## config.mk

```make
export PLATFORM = sky130hd
export DESIGN_NAME = hsync_regen_top
export DESIGN_NICKNAME = d
export VERILOG_FILES = /design/src/rtl/hsr_pkg.sv /design/src/rtl/hsr_in_sample.sv /design/src/rtl/hsr_pol_det.sv /design/src/rtl/hsr_pulse_gen.sv /design/src/rtl/hsr_coast_sel.sv /design/src/rtl/hsync_regen_top.sv
export SDC_FILE = /design/constraint.sdc
export NUM_CORES = 1
export LEC_CHECK = 0
export BUFFER_PORTS_ARGS = -buffer_cell sky130_fd_sc_hd__buf_2
export CORE_ASPECT_RATIO = 0.8
export CORE_UTILIZATION = 45
export CTS_CLUSTER_SIZE = 28
export DETAILED_ROUTE_END_ITERATION = 7
export PLACE_DENSITY = 0.64
export SLEW_MARGIN = 20
export SYNTH_ARGS = -nofsm -noshare
export SYNTH_HDL_FRONTEND = slang
export SYNTH_HIERARCHICAL = 1
export SYNTH_SLANG_ARGS = --single-unit
```

## constraint.sdc

```tcl
create_clock -name clk -period 5.6 [get_ports clk]
set_input_delay 0 -clock clk [delete_from_list [all_inputs] [get_ports clk]]
set_output_delay 0 -clock clk [all_outputs]
set_load 0.02 [all_outputs]
```

## src/rtl/hsr_pkg.sv

```systemverilog
package hsr_pkg;
  typedef enum logic [1:0] {
    MON_SOG      = 2'd0,
    MON_HS_RAW   = 2'd1,
    MON_HS_REGEN = 2'd2,
    MON_HS_FILT  = 2'd3
  } mon_sel_e;
endpackage

```

## src/rtl/hsr_in_sample.sv

```systemverilog
module hsr_in_sample #(
  parameter int N = 3
) (
  input  logic         clk,
  input  logic         rst_n,
  input  logic [N-1:0] din,
  output logic [N-1:0] q
);
  for (genvar g = 0; g < N; g++) begin : g_bit
    logic q_n;
    always_comb q_n = din[g];
    always_ff @(posedge clk or negedge rst_n) begin
      if (!rst_n) q[g] <= 1'b0;
      else        q[g] <= q_n;
    end
  end
endmodule

```

## src/rtl/hsr_pol_det.sv

```systemverilog
module hsr_pol_det #(
  parameter int CNT_W = 12
) (
  input  logic clk,
  input  logic rst_n,
  input  logic hs_q,
  output logic active_low,
  output logic lead,
  output logic hs_filt
);
  localparam logic [CNT_W-1:0] CNT_MAX = {CNT_W{1'b1}};

  logic             hs_d;
  logic [CNT_W-1:0] hi_cnt, lo_cnt, hi_n, lo_n;
  logic             act_low_n, rise, fall;

  always_comb begin
    rise      = hs_q & ~hs_d;
    fall      = ~hs_q & hs_d;
    hi_n      = hi_cnt;
    lo_n      = lo_cnt;
    act_low_n = active_low;
    if (rise) begin
      if (hi_cnt > lo_cnt)      act_low_n = 1'b1;
      else if (lo_cnt > hi_cnt) act_low_n = 1'b0;
      hi_n = {{(CNT_W-1){1'b0}}, 1'b1};
      lo_n = '0;
    end else if (hs_q) begin
      if (hi_cnt != CNT_MAX) hi_n = hi_cnt + 1'b1;
    end else begin
      if (lo_cnt != CNT_MAX) lo_n = lo_cnt + 1'b1;
    end
    lead    = active_low ? fall : rise;
    hs_filt = hs_q ^ active_low;
  end

  always_ff @(posedge clk or negedge rst_n) begin
    if (!rst_n) begin
      hs_d       <= 1'b0;
      hi_cnt     <= '0;
      lo_cnt     <= '0;
      active_low <= 1'b0;
    end else begin
      hs_d       <= hs_q;
      hi_cnt     <= hi_n;
      lo_cnt     <= lo_n;
      active_low <= act_low_n;
    end
  end

  // the learned polarity only moves at a sampled rising edge
  a_r1_hold_between_rises: assert property (@(posedge clk) disable iff (!rst_n)
    !(hs_q && !hs_d) |=> $stable(active_low));
endmodule

```

## src/rtl/hsr_pulse_gen.sv

```systemverilog
module hsr_pulse_gen #(
  parameter int WID_W = 8
) (
  input  logic             clk,
  input  logic             rst_n,
  input  logic             lead,
  input  logic             coast,
  input  logic [WID_W-1:0] width,
  output logic             active
);
  logic [WID_W-1:0] cnt, cnt_n;
  logic             busy, start;

  always_comb begin
    busy  = (cnt != '0);
    start = lead & ~coast & ~busy;
    cnt_n = cnt;
    if (busy)       cnt_n = cnt - 1'b1;
    else if (start) cnt_n = width;
    active = busy;
  end

  always_ff @(posedge clk or negedge rst_n) begin
    if (!rst_n) cnt <= '0;
    else        cnt <= cnt_n;
  end

  // an accepted leading edge loads the programmed width
  a_r3_load_width: assert property (@(posedge clk) disable iff (!rst_n)
    (lead && !coast && cnt == '0) |=> (cnt == $past(width)));
  // coast keeps an idle generator idle
  a_r6_coast_masks_start: assert property (@(posedge clk) disable iff (!rst_n)
    (coast && cnt == '0) |=> (cnt == '0));
  // a running pulse always counts down to completion
  a_r6_pulse_completes: assert property (@(posedge clk) disable iff (!rst_n)
    (cnt != '0) |=> (cnt == $past(cnt) - 1'b1));
endmodule

```

## src/rtl/hsr_coast_sel.sv

```systemverilog
module hsr_coast_sel (
  input  logic clk,
  input  logic rst_n,
  input  logic pin_q,
  input  logic vs_q,
  input  logic pol,
  input  logic src,
  output logic coast
);
  logic coast_n;

  always_comb coast_n = src ? vs_q : (pin_q == pol);

  always_ff @(posedge clk or negedge rst_n) begin
    if (!rst_n) coast <= 1'b0;
    else        coast <= coast_n;
  end

  // a pin at its active level raises coast on the next edge
  a_r5_pin_coast: assert property (@(posedge clk) disable iff (!rst_n)
    (!src && pin_q == pol) |=> coast);
  // a low vertical sync on the internal source clears coast
  a_r5_vs_idle: assert property (@(posedge clk) disable iff (!rst_n)
    (src && !vs_q) |=> !coast);
endmodule

```

## src/rtl/hsync_regen_top.sv

```systemverilog
module hsync_regen_top #(
  parameter int CNT_W = 12,
  parameter int WID_W = 8
) (
  input  logic             clk,
  input  logic             rst_n,
  input  logic             hsync_in,
  input  logic             vsync_in,
  input  logic             coast_pin,
  input  logic             sog_raw,
  input  logic             cfg_hs_pol,
  input  logic [WID_W-1:0] cfg_hs_width,
  input  logic             cfg_coast_pol,
  input  logic             cfg_coast_src,
  input  logic             cfg_vs_pol,
  input  logic [1:0]       cfg_mon_sel,
  output logic             hs_out,
  output logic             vs_out,
  output logic             coast_out,
  output logic             mon_out
);
  import hsr_pkg::*;

  localparam int IDX_HS = 0;
  localparam int IDX_VS = 1;
  localparam int IDX_CP = 2;
  localparam int N_IN   = 3;

  logic [N_IN-1:0] in_q;
  logic            active_low, lead, hs_filt, regen;
  mon_sel_e        sel;

  hsr_in_sample #(.N(N_IN)) u_sample (
    .clk   (clk),
    .rst_n (rst_n),
    .din   ({coast_pin, vsync_in, hsync_in}),
    .q     (in_q)
  );

  hsr_pol_det #(.CNT_W(CNT_W)) u_pol (
    .clk        (clk),
    .rst_n      (rst_n),
    .hs_q       (in_q[IDX_HS]),
    .active_low (active_low),
    .lead       (lead),
    .hs_filt    (hs_filt)
  );

  hsr_coast_sel u_coast (
    .clk   (clk),
    .rst_n (rst_n),
    .pin_q (in_q[IDX_CP]),
    .vs_q  (in_q[IDX_VS]),
    .pol   (cfg_coast_pol),
    .src   (cfg_coast_src),
    .coast (coast_out)
  );

  hsr_pulse_gen #(.WID_W(WID_W)) u_pulse (
    .clk    (clk),
    .rst_n  (rst_n),
    .lead   (lead),
    .coast  (coast_out),
    .width  (cfg_hs_width),
    .active (regen)
  );

  always_comb begin
    sel    = mon_sel_e'(cfg_mon_sel);
    hs_out = cfg_hs_pol ? regen : ~regen;
    vs_out = cfg_vs_pol ? in_q[IDX_VS] : ~in_q[IDX_VS];
    case (sel)
      MON_SOG:      mon_out = sog_raw;
      MON_HS_RAW:   mon_out = hsync_in;
      MON_HS_REGEN: mon_out = regen;
      default:      mon_out = hs_filt;
    endcase
  end

  // with active-high output the output level is the pulse state
  a_r4_out_level: assert property (@(posedge clk) disable iff (!rst_n)
    cfg_hs_pol |-> (hs_out == u_pulse.active));
endmodule

```

==> results.tsv, run 1 <==
stage	metric	value	unit
outcome	status	finished, final reports clean	
die	die width	82.5	um
power_and_ir_drop	cell leakage power	1.22	nW
sta	period utilisation layout	45.9	%
power_and_ir_drop	Pint	0.550	mW
power_and_ir_drop	combinational share of power	24.6	%
setup_path	worst path arrival time	2.57	ns
clocking	hold-fix buffers at CTS	10	
worst_hold_path	WHS Path Cells	4	
clocking	maximum buffer depth of the clock tree	2	
final_layout	Syn-to-layout area delta	15.9	%
grt	total track usage	21.0	%
power_and_ir_drop	Clk pwr share	28.1	%
routing	DRC violations left	0	
grt	antenna violations before repair	0	
routing	DR iter-0 viols	136	
sta	min cycle time layout	2.57	ns
grt	pin count of the biggest net entering global routing	39	
final_layout	ANT cells	0	
worst_hold_path	worst min path class	input pin to flop	
sta	Final Skew	0.00879	ns
setup_path	crit-path leading delay family	simple AND/OR/NAND/NOR gates	
setup_path	R2R cell count	6	
setup_path	element type at the critical path end	primary output	
grt	number of global-route vias before repair	1766	
final_layout	share of layout cells above drive strength 1	12.7	%
routing	vias	2016	
clocking	Post-CTS Setup Bufs	0	
logic_synthesis	post-synthesis sequential element count	38	
logic_synthesis	Area contributors post-synth	dfrtp_1 41%, ha_1 8.1%, nand2_1 3.7%	
setup_path	Levels on crit path	7	
routing	DRT Pass-1 Iters	4	
power_and_ir_drop	Pwr Total	0.805	mW
power_and_ir_drop	NetSw	0.255	mW
grt	global-route wire length before repair	8580	um
logic_synthesis	Mapped Area	2330	um^2
clocking	Clock Sinks	38	
die	# rows	23	
logic_synthesis	count of cell types in the netlist	47	
logic_synthesis	Seq/Total Area, Yosys	40.8	%
worst_hold_path	WHS Endpoint	u_pulse/cnt[6]$_DFFE_PN0P_	
final_layout	commonest cells after routing, fill and taps aside	38 x dfrtp_1, 23 x buf_2, 23 x nand2_1	
logic_synthesis	Async SR Flop Fraction	100	%
logic_synthesis	Avg Inst Size Synth	9.29	um^2
routing	drt total wl	5180	um
setup_path	Crit Reg-Reg Endpoint	u_pulse/cnt[7]$_DFFE_PN0P_	
die	Die H	66.4	um
setup_path	Crit Path Max Fanout	9	
routing	DR vias/cell	5.83	
sta	RSZ-0062 raised after global routing	false	
setup_path	CP Class	flop to primary output	
logic_synthesis	top-area cell type share of the netlist area	40.8	%
die	Core Region	5010	um^2
clocking	H-tree Lvls	2	
power_and_ir_drop	Power Density	298	nW/um^2
setup_path	CP Buf/Inv Count	3	
logic_synthesis	Ys Warns	6	
clocking	clk_lat worst skew	0.29	ns
sta	Sum Neg Setup Slack	0	ns
die	die area	5470	um^2
setup_path	cells along the critical path	inv_1, ha_1, or3b_1, nor4b_4, inv_2, mux4_2, buf_2	
setup_path	largest stage delay on the critical path	0.48	ns
clocking	CTS tree	yes	
logic_synthesis	ys flop type	dfrtp_1	
final_layout	nets	318	
setup_path	RR Startpoint	u_sample/q[0]$_DFF_PN0_	
die	boundary pin count	24	
logic_synthesis	Post-synth EDFFs	0	
logic_synthesis	Synth area leader	dfrtp_1	
setup_path	Crit-path slowest cell	or3b_1	
job	max_cap viols	0	
routing	drt wl/cell	15.0	um
power_and_ir_drop	Seq pwr share	47.3	%
sta	Max Slew Vio Count	0	
logic_synthesis	syn nets	286	
place	DP HPWL	3670	um
routing	antenna-violating nets left	0	
sta	Worst Tran Pin Value	0.920	ns
place	port buffer count	23	
sta	max_slew headroom	38.4	%
die	Initial Utilization	46.6	%
worst_hold_path	HP Start	cfg_hs_width[6]	
setup_path	CP Data Required Time	5.60	ns
grt	total congestion overflow	0	
logic_synthesis	Post-Synthesis Cells	251	
clocking	clock-pin slew of the registers on the worst-case setup and hold paths	0.08	ns
final_layout	commonest non-fill, non-tap cell in the layout	dfrtp_1	
place	Final GP Congestion	0.870	
power_and_ir_drop	sw frac	31.7	%
setup_path	CP startpoint kind	flop	
sta	final hold vios	0	
sta	endpoints failing setup	0	
power_and_ir_drop	VDD IR-drop max	0.185	mV
clocking	CTS buffer count	5	
setup_path	R2R setup slack	3.07	ns
clocking	Post-CTS Resized	0	
clocking	CTS root buf	clkbuf_8	
sta	Max Freq	0.389	GHz
[worst reg2reg max path, cell delays in order (launching register included)]
cell and delay, ns:
dfrtp_1 0.75, nand2_1 0.35, o22ai_1 0.23, nor2b_1 0.57
a2111oi_0 0.23, o21bai_1 0.17, o311a_1 0.17
[Yosys cell counts, types with 3 or more instances]
cell type and number:
inv_1 17, nor3_1 8, xor2_1 4, a21oi_1 15, dfrtp_1 38, nor4_1 3, a211oi_1 4, clkbuf_1 7
xnor2_1 5, nand4_1 12, ha_1 15, o31ai_1 6, nand3b_1 3, or3_1 4, a21o_1 4, o21ai_0 13
o211ai_1 3, nand3_1 14, nor2_1 6, and3_1 7, and4_1 5, nand2_1 23, mux2i_1 5
[power groups by stage]
stage	Combinational [mW]	Sequential, mW	Clock, mW
after floorplan	0.154	0.368	0
after global placement	0.187	0.383	0
after detailed placement	0.194	0.384	0
after CTS	0.200	0.379	0.233
after global routing	0.227	0.389	0.248
final	0.198	0.381	0.227
[cells by family (layout without fill, tap and decap cells)]
logic type	Yosys count	after routing	synth area share, %
buffers and inverters	26	59	4.24
XOR/XNOR	9	9	3.38
AND/OR/NAND/NOR	97	97	23.6
adder cells (fa/ha/maj)	15	15	8.05
AO/OA/AOI/OAI	60	60	16.8
multiplexers	6	6	3.11
flip-flops	38	38	40.8
[worst max-delay path by stage]
stage / to / startpoint / slack (ns)
finish: mon_out / u_pulse/cnt[0]$_DFFE_PN0P_ / 3.03
global route: mon_out / u_pulse/cnt[0]$_DFFE_PN0P_ / 2.85
CTS: mon_out / u_pulse/cnt[0]$_DFFE_PN0P_ / 3.02
detailed placement: u_pulse/cnt[7]$_DFFE_PN0P_ / u_sample/q[0]$_DFF_PN0_ / 3.04
global placement: u_pulse/cnt[7]$_DFFE_PN0P_ / u_sample/q[0]$_DFF_PN0_ / 3.20
floorplan: mon_out / u_pulse/cnt[0]$_DFFE_PN0P_ / 3.57
[registers in the layout, indices dropped and copies added, names as in the netlist]
name and flops:
u_pol/hi_cnt 12, u_coast/coast 1, u_pol/active_low 1, u_sample/q 3, u_pol/lo_cnt 12, u_pol/hs_d 1, u_pulse/cnt 8
[stage by stage]
stage                     cells  hold WS (ns)  cell area [um^2]  worst slack [ns]  utilization [%]
after floorplan             251        -0.296              2330              3.57                -
after global placement      328         0.110              2490              3.20             49.8
after detailed placement    328         0.110              2490              3.04             49.8
after CTS                   346        0.0981              2700              3.02             53.9
after global routing        346         0.136              2700              2.85             53.9
final                       346         0.113              2700              3.03             53.9
[metal layers]
layer  GRT usage, %  share of wire (%)
met1           32.6                 51
met2           28.7                 43
met3           4.83                4.7
met4           5.26               0.64
met5              0                  0
[layout make-up]
type	count	area, um^2
fill	490	2310
tap	62	77.6
timing repair buffer	33	215
clock inverter	3	40.0
sequential	38	951
clock buffer	5	68.8
inverter	18	67.6
multi-input combinational	187	1280
Power figures use the tool's default switching activity.
==> run 2: changes to the inputs <==
clock period = 2.6 ns   (was 5.6 ns; I/O delays follow)
==> run 2 against run 1 <==
Utilization up 1.5 points. Sequential power up 110%. Die area unchanged. Worst setup slack worse by 2.9 ns. Hold slack worse by 0.034 ns. First-iteration DRC count down 0.74%. Power up 120%. Critical path type unchanged. Critical endpoint unchanged.
==> results.tsv, run 2 (synthesis results as in run 1) <==
stage	metric	value	unit
outcome	status	finished, final reports clean	
routing	DRT Pass-1 Iters	4	
place	Post-Place Cell Area	2530	um^2
power_and_ir_drop	Clk pwr share	27.5	%
die	boundary pin count	24	
setup_path	CP Data Required Time	2.60	ns
power_and_ir_drop	combinational share of power	26.5	%
power_and_ir_drop	NetSw	0.554	mW
final_layout	Fillers	467	
die	Core Region	5010	um^2
final_layout	final design utilization	55.5	%
power_and_ir_drop	VDD IR-drop max	0.352	mV
sta	period utilisation layout	95.3	%
clocking	CTS root buf	clkbuf_8	
power_and_ir_drop	Pwr Total	1.77	mW
power_and_ir_drop	cell leakage power	1.26	nW
clocking	clk_lat worst skew	0.29	ns
final_layout	final instance area	2780	um^2
final_layout	commonest cells after routing, fill and taps aside	38 x dfrtp_1, 23 x buf_2, 23 x nand2_1	
routing	drt total wl	5290	um
clocking	maximum buffer depth of the clock tree	2	
setup_path	Levels on crit path	7	
sta	Max Slew Vio Count	0	
die	die width	82.5	um
grt	pin count of the biggest net entering global routing	39	
clocking	Clock Sinks	38	
sta	final hold vios	0	
setup_path	worst path arrival time	2.48	ns
sta	Final Skew	0.00472	ns
routing	DR iter-0 viols	135	
grt	total track usage	21.1	%
place	port buffer count	23	
sta	Worst Tran Pin Value	0.840	ns
setup_path	cells along the critical path	inv_1, ha_1, or3b_4, nor4b_4, inv_2, mux4_2, buf_2	
final_layout	ANT cells	0	
grt	global-route wire length before repair	8570	um
final_layout	share of layout cells above drive strength 1	16.0	%
setup_path	R2R cell count	8	
routing	DRC violations left	0	
worst_hold_path	HP Start	cfg_hs_width[0]	
clocking	CTS buffer count	5	
die	# rows	23	
final_layout	biggest regs	u_pol/hi_cnt x12, u_pol/lo_cnt x12, u_pulse/cnt x8	
place	Final GP Congestion	0.798	
setup_path	CP Class	flop to primary output	
setup_path	R2R setup slack	0.51	ns
final_layout	nets	328	
sta	Max Freq	0.403	GHz
grt	antenna violations before repair	0	
power_and_ir_drop	Seq pwr share	46.0	%
setup_path	element type at the critical path end	primary output	
die	Initial Utilization	46.6	%
die	Die H	66.4	um
sta	min cycle time layout	2.48	ns
setup_path	Crit Path Max Fanout	5	
grt	total congestion overflow	0	
routing	antenna-violating nets left	0	
sta	endpoints failing setup	0	
setup_path	Crit-path slowest cell	mux4_2	
grt	number of global-route vias before repair	1814	
setup_path	worst setup path startpoint	u_pulse/cnt[0]$_DFFE_PN0P_	
place	DP HPWL	3780	um
setup_path	Crit Reg-Reg Endpoint	u_pulse/cnt[0]$_DFFE_PN0P_	
setup_path	CP startpoint kind	flop	
setup_path	Critical Path End	mon_out	
routing	DR vias/cell	5.79	
routing	drt wl/cell	14.9	um
setup_path	RR Startpoint	u_pulse/cnt[0]$_DFFE_PN0P_	
clocking	H-tree Lvls	2	
die	die area	5470	um^2
job	max_cap viols	0	
routing	vias	2061	
clocking	CTS tree	yes	
power_and_ir_drop	Power Density	636	nW/um^2
final_layout	commonest non-fill, non-tap cell in the layout	dfrtp_1	
setup_path	CP Buf/Inv Count	3	
final_layout	Syn-to-layout area delta	19.2	%
setup_path	crit-path leading delay family	simple AND/OR/NAND/NOR gates	
worst_hold_path	worst min path class	input pin to flop	
power_and_ir_drop	Pint	1.21	mW
clocking	clock-pin slew of the registers on the worst-case setup and hold paths	0.07	ns
power_and_ir_drop	sw frac	31.3	%
sta	max_slew headroom	44.0	%
setup_path	largest stage delay on the critical path	0.47	ns
## run 2: cell type report
class | count | area (um^2) | share of cell area (%)
Sequential cell | 38 | 951 | 34.2
Inverter | 18 | 67.6 | 2.43
Multi-Input combinational cell | 187 | 1280 | 46.2
Clock buffer | 5 | 68.8 | 2.48
Timing Repair Buffer | 43 | 290 | 10.4
Clock inverter | 3 | 40.0 | 1.44
Tap cell | 62 | 77.6 | 2.79
## run 2: worst register-to-register path, cell delays in order (launching register included)
cell	delay, ns
dfrtp_1	0.41
inv_1	0.06
ha_1	0.17
or3b_4	0.41
nor4b_4	0.39
inv_2	0.12
buf_4	0.16
nor3b_1	0.18
a211oi_1	0.07
## run 2: power by group through the flow
stage	Clock [mW]	Combinational [mW]	Sequential, mW
global route	0.522	0.534	0.829
detailed placement	0	0.430	0.822
finish	0.487	0.467	0.813
global placement	0	0.424	0.819
CTS	0.502	0.445	0.810
floorplan	0	0.332	0.792
## run 2: worst min path at each step
stage                                       to  slack, ns  cells after the start
global route        u_pulse/cnt[0]$_DFFE_PN0P_       0.08                      3
finish              u_pulse/cnt[0]$_DFFE_PN0P_       0.08                      3
CTS                 u_pulse/cnt[0]$_DFFE_PN0P_       0.07                      3
detailed placement     u_sample/q[2]$_DFF_PN0_       0.11                      1
global placement       u_sample/q[2]$_DFF_PN0_       0.11                      1
floorplan              u_coast/coast$_DFF_PN0_      -0.30                      0
## run 2: per-stage QoR
stage	setup TNS, ns	cells	worst slack (ns)	hold WS, ns
after floorplan	0	251	0.575	-0.296
after global placement	0	333	0.427	0.110
after detailed placement	0	333	0.372	0.109
after CTS	0	351	0.0472	0.0680
after global routing	-0.0299	356	-0.0299	0.0797
final	0	356	0.121	0.0793
## run 2: layer usage
metal  GRT usage (%)  share of wire, %
met1            31.0                50
met2            31.2                44
met3            4.55               5.2
met4            5.26              0.68
met5               0                 0
## run 2: repair_timing
action / CTS / global route
hold endpoints to repair: 46 / 0
resized for setup: 0 / 1
setup endpoints to repair: 0 / 1
buffers inserted: 0 / 5
hold buffers: 10 / 0
